### src/rtl/fpa_pkg.sv
package fpa_pkg;

    typedef enum logic [1:0] {
        OP_MATH2 = 2'd0,
        OP_FMA   = 2'd1,
        OP_STORE = 2'd2,
        OP_RSVD  = 2'd3
    } op_cls_e;

    localparam int NUM_PIPES = 4;
    localparam int NUM_SLOTS = 3;
    localparam int PIPE_IDW  = 2;

    function automatic int rd_ports(bit reduced);
        return reduced ? 6 : 8;
    endfunction

    function automatic int slots_used(op_cls_e op);
        case (op)
            OP_STORE: return 1;
            OP_MATH2: return 2;
            OP_FMA:   return 3;
            default:  return 0;
        endcase
    endfunction

    function automatic logic op_legal(bit reduced, int pipe, op_cls_e op);
        logic r;
        r = 1'b0;
        if (op != OP_RSVD) begin
            if (!reduced) begin
                case (pipe)
                    0, 1:    r = (op != OP_STORE);
                    2:       r = (op != OP_FMA);
                    3:       r = (op == OP_MATH2);
                    default: r = 1'b0;
                endcase
            end else begin
                case (pipe)
                    0:       r = (op != OP_STORE);
                    1:       r = (op == OP_MATH2);
                    2:       r = (op == OP_STORE);
                    default: r = 1'b0;
                endcase
            end
        end
        return r;
    endfunction

    // read port carrying slot s of pipe p, or -1 when the layout has none
    function automatic int port_of(bit reduced, int pipe, int slot);
        if (!reduced) begin
            if (slot < 2) return 2 * pipe + slot;
            if (pipe < 2) return 6;
            return -1;
        end
        case (pipe)
            0:       return slot;
            1:       return (slot < 2) ? 3 + slot : -1;
            2:       return (slot == 0) ? 5 : -1;
            default: return -1;
        endcase
    endfunction

endpackage

### src/rtl/fpa_class_check.sv
module fpa_class_check
    import fpa_pkg::*;
#(
    parameter bit REDUCED = 1'b0,
    parameter int PIPE    = 0
) (
    input  logic       vld_i,
    input  logic [1:0] op_i,
    output logic       ok_o,
    output logic       bad_o
);
    logic legal;

    assign legal = op_legal(REDUCED, PIPE, op_cls_e'(op_i));
    assign ok_o  = vld_i & legal;
    assign bad_o = vld_i & ~legal;
endmodule

### src/rtl/fpa_arbiter.sv
module fpa_arbiter
    import fpa_pkg::*;
#(
    parameter bit REDUCED = 1'b0
) (
    input  logic [NUM_PIPES-1:0] ok_i,
    input  logic [NUM_PIPES-1:0] fma_i,
    output logic [NUM_PIPES-1:0] gnt_o
);
    always_comb begin
        gnt_o = ok_i;
        // third-source bus is shared with FP3 only in the full layout
        if (!REDUCED && fma_i[0] && fma_i[1]) gnt_o[1] = 1'b0;
        if (!REDUCED && (fma_i[0] || fma_i[1])) gnt_o[3] = 1'b0;
    end
endmodule

### src/rtl/fpa_port_router.sv
module fpa_port_router
    import fpa_pkg::*;
#(
    parameter bit REDUCED = 1'b0,
    parameter int REG_AW  = 8,
    parameter int NRP     = 8
) (
    input  logic [NUM_PIPES-1:0]                          gnt_i,
    input  logic [NUM_PIPES-1:0][1:0]                     op_i,
    input  logic [NUM_PIPES-1:0][NUM_SLOTS-1:0][REG_AW-1:0] src_i,
    output logic [NRP-1:0]                                en_o,
    output logic [NRP-1:0][REG_AW-1:0]                    addr_o,
    output logic [NRP-1:0][PIPE_IDW-1:0]                  pipe_o
);
    always_comb begin
        en_o   = '0;
        addr_o = '0;
        pipe_o = '0;
        for (int k = 0; k < NRP; k++) begin
            for (int p = 0; p < NUM_PIPES; p++) begin
                for (int s = 0; s < NUM_SLOTS; s++) begin
                    if (gnt_i[p] && (s < slots_used(op_cls_e'(op_i[p])))
                        && (port_of(REDUCED, p, s) == k)) begin
                        en_o[k]   = 1'b1;
                        addr_o[k] = src_i[p][s];
                        pipe_o[k] = PIPE_IDW'(p);
                    end
                end
            end
        end
    end
endmodule

### src/rtl/fp_rdport_alloc.sv
module fp_rdport_alloc
    import fpa_pkg::*;
#(
    parameter bit REDUCED = 1'b0,
    parameter int REG_AW  = 8,
    localparam int NRP    = rd_ports(REDUCED)
) (
    input  logic                                  clk_i,
    input  logic                                  rst_i,
    input  logic [NUM_PIPES-1:0]                  req_vld_i,
    input  logic [2*NUM_PIPES-1:0]                req_op_i,
    input  logic [NUM_PIPES*NUM_SLOTS*REG_AW-1:0] req_src_i,
    output logic [NUM_PIPES-1:0]                  gnt_o,
    output logic [NUM_PIPES-1:0]                  wr_en_o,
    output logic [NUM_PIPES-1:0]                  bad_op_o,
    output logic [NRP-1:0]                        rd_en_o,
    output logic [NRP*REG_AW-1:0]                 rd_addr_o,
    output logic [NRP*PIPE_IDW-1:0]               rd_pipe_o
);
    logic [NUM_PIPES-1:0]      ok_c, bad_c, fma_c, gnt_c, wr_c;
    logic [NUM_PIPES-1:0][1:0] op_c;
    logic [NUM_PIPES-1:0][NUM_SLOTS-1:0][REG_AW-1:0] src_c;
    logic [NRP-1:0]                   en_c;
    logic [NRP-1:0][REG_AW-1:0]       addr_c;
    logic [NRP-1:0][PIPE_IDW-1:0]     pipe_c;

    assign op_c  = req_op_i;
    assign src_c = req_src_i;

    for (genvar p = 0; p < NUM_PIPES; p++) begin : g_pipe
        fpa_class_check #(.REDUCED(REDUCED), .PIPE(p)) u_cls (
            .vld_i (req_vld_i[p]),
            .op_i  (op_c[p]),
            .ok_o  (ok_c[p]),
            .bad_o (bad_c[p])
        );
        assign fma_c[p] = ok_c[p] && (op_cls_e'(op_c[p]) == OP_FMA);
        assign wr_c[p]  = gnt_c[p] && (op_cls_e'(op_c[p]) != OP_STORE);
    end

    fpa_arbiter #(.REDUCED(REDUCED)) u_arb (
        .ok_i  (ok_c),
        .fma_i (fma_c),
        .gnt_o (gnt_c)
    );

    fpa_port_router #(.REDUCED(REDUCED), .REG_AW(REG_AW), .NRP(NRP)) u_route (
        .gnt_i  (gnt_c),
        .op_i   (op_c),
        .src_i  (src_c),
        .en_o   (en_c),
        .addr_o (addr_c),
        .pipe_o (pipe_c)
    );

    always_ff @(posedge clk_i) begin
        if (rst_i) begin
            gnt_o     <= '0;
            wr_en_o   <= '0;
            bad_op_o  <= '0;
            rd_en_o   <= '0;
            rd_addr_o <= '0;
            rd_pipe_o <= '0;
        end else begin
            gnt_o     <= gnt_c;
            wr_en_o   <= wr_c;
            bad_op_o  <= bad_c;
            rd_en_o   <= en_c;
            rd_addr_o <= addr_c;
            rd_pipe_o <= pipe_c;
        end
    end
endmodule

### config.mk
export PLATFORM = sky130hd
export DESIGN_NAME = fp_rdport_alloc
export DESIGN_NICKNAME = d
export VERILOG_FILES = /design/src/rtl/fpa_pkg.sv /design/src/rtl/fpa_class_check.sv /design/src/rtl/fpa_arbiter.sv /design/src/rtl/fpa_port_router.sv /design/src/rtl/fp_rdport_alloc.sv
export SDC_FILE = /design/constraint.sdc
export NUM_CORES = 1
export LEC_CHECK = 0
export BUFFER_PORTS_ARGS = -buffer_cell sky130_fd_sc_hd__buf_2
export CORE_MARGIN = 2
export CORE_UTILIZATION = 45
export DETAILED_ROUTE_END_ITERATION = 10
export PLACE_DENSITY = 0.92
export REMOVE_ABC_BUFFERS = 1
export SLEW_MARGIN = 0
export SYNTH_ARGS = -nofsm -noshare
export SYNTH_HDL_FRONTEND = slang
export SYNTH_HIERARCHICAL = 1
export SYNTH_SLANG_ARGS = --single-unit
### constraint.sdc
create_clock -name clk_i -period 4.4 [get_ports clk_i]
set_input_delay 0.88 -clock clk_i [delete_from_list [all_inputs] [get_ports clk_i]]
set_output_delay 0.88 -clock clk_i [all_outputs]
set_load 0.02 [all_outputs]
==> summary.txt <==
Die
  – Die area: ~0.0088 mm²
  – Number of I/O pins: 210
  – Die H: 93.8 µm
  – Rows: 32
  – CORE AREA: 0.00777 mm²
  – DIE WIDTH: 93.8 µm
  – Starting Density: 0.467

Routing
  – DRT antenna net count: 0
  – Drc violations: 0
  – Via density: 4.34
  – Routed length per placed instance: 12.0 µm
  – Routed via count: 2,775
  – Detailed Routing Iterations Pass 1: 4
  – Detailed Route Iter0 Violations: 48
  – Routed WL: 7680 µm

GRT
  – GR Overflow Total: 0
  – Initial antenna violation count: 0
  – Vias in the first global route: between 2,000 and 3,000
  – Overall Global Routing Usage: 0.174
  – First-pass GRT wire length: 12,200 µm
  – Largest net degree at the start of global routing: 63

Power
  – Max IR drop VDD: 0.186 mV
  – Leakage power: around 2.4 nW
  – Power per cell area: 347 mW/mm²

Finish
  – Layout cells sized above 1: 0.408
  – Most frequent cells in the layout: buf_2 (193), nor2b_1 (100), dfxtp_1 (100), and2_1 (56), nand2_1 (11)
  – Synth-to-Final Area Change: 28.7%
  – Nets@finish: ~640
  – Post-Layout Inst Area: roughly 0.0047 mm²
  – Layout fillers: 682
  – Most common cell after layout, fill and taps aside: buf_2
  – Diode count: 0
  – Fin cells: ~640

Clock tree
  – Clk root buf: clkbuf_8
  – CTS sink count: 100
  – Clock Tree Buf Depth: 2
  – Clk slew on worst S/H paths: around 0.1 ns
  – Post-CTS sizing: 0
  – Hold_buf cts: 0
  – Postcts setup bufs: 0
  – CTS tree: built
  – Number of H-tree levels: 3
  – Clock buffers created by TritonCTS: 9

Placed design
  – Hpwl dp: around 6000 µm
  – DP Cell Count: 624
  – Port bufs: 193
  – Placed cell areas: 0.00450 mm²
  – GP Congestion: 0.691

STA
  – RSZ-0062 raised after global routing: no
  – Fin crit share: 0.522
  – Final Hold Vio Count: 0
  – Max_slew headroom: 0.534
  – Slew Viols, Final: 0
  – Final setup viols: 0
  – Fin Setup TNS: 0 ns
  – Post-layout min period: 2.30 ns
  – Achievable clock frequency: 435 MHz
  – Worst slew pin tran: 0.697 ns

Run
  – Maxcap violations: 0

Yosys
  – Synth Instances: 355
  – Yosys warning count: 6
  – Mapped Area: 0.00363 mm²
  – Avg Cell Area, Syn: 10.2 µm²

Critical path
  – CP arrival: approximately 2.5 ns
  – Max Fanout on Critical Path: 18
  – WS Path Type: primary input to flop
  – CP Data Required Time: between 4 and 5 ns
  – Crit end category: flop
  – Setup crit start kind: primary input

Hold path
  – Worst min path class: primary input to flop

Status
  – Outcome: finished, final reports clean
## per-stage QoR
| step | total power, mW | utilization | hold WS, ns | setup WS (ns) |
|---|---|---|---|---|
| after floorplan | 1.03 | - | 0.952 | 2.14 |
| after global placement | 1.12 | 0.579 | 1.10 | 1.77 |
| after detailed placement | 1.13 | 0.579 | 1.12 | 1.72 |
| after CTS | 1.64 | 0.601 | 0.731 | 2.10 |
| after global routing | 1.70 | 0.601 | 0.733 | 1.96 |
| final | 1.62 | 0.601 | 0.753 | 2.10 |
## routing by layer
metal  share of wire  vias to the layer above  global-route usage
met1            0.39                     1236               0.189
met5               0                        -                   0
li1                -                     1420                   -
met3           0.082                        4              0.0602
met2            0.52                      115               0.318
met4          0.0057                        0              0.0483
## flip-flops by register name, indices dropped and copies added, names as in the netlist
name       cells
rd_pipe_o     16
gnt_o          4
bad_op_o       4
rd_addr_o     64
wr_en_o        4
rd_en_o        8
## final timing paths
check / from / endpoint / slack [ns] / cells after the start
worst min-delay path: req_op_i[5] / wr_en_o[2] / 0.75 / 2
worst max-delay path: req_op_i[1] / rd_en_o[6] / 2.10 / 9
## cell type report
type / instances / area (µm²) / share of cell area
clock buffer: 9 / 124 / 0.0265
clock inverter: 6 / 48.8 / 0.0104
inverter: 5 / 18.8 / 0.00402
multi-input combinational: 223 / 1370 / 0.292
sequential: 100 / 2000 / 0.428
tap: 102 / 128 / 0.0273
timing repair buffer: 194 / 986 / 0.211
## report_power, final
group / total, mW / switching [mW] / internal [mW]
Combinational: 0.168 / 0.0906 / 0.0776
Sequential: 0.934 / 0.00557 / 0.929
Clock: 0.517 / 0.308 / 0.210
Total: 1.62 / 0.404 / 1.22
## critical path, cell delays in order
cell	delay, ns
buf_2	0.13
and2b_2	0.24
nand2_1	0.05
nor2_1	0.17
nor3b_2	0.08
a21bo_1	0.51
nand2_1	0.11
or2_1	0.22
nor2b_1	0.12
(Power assumes the default switching activity.)
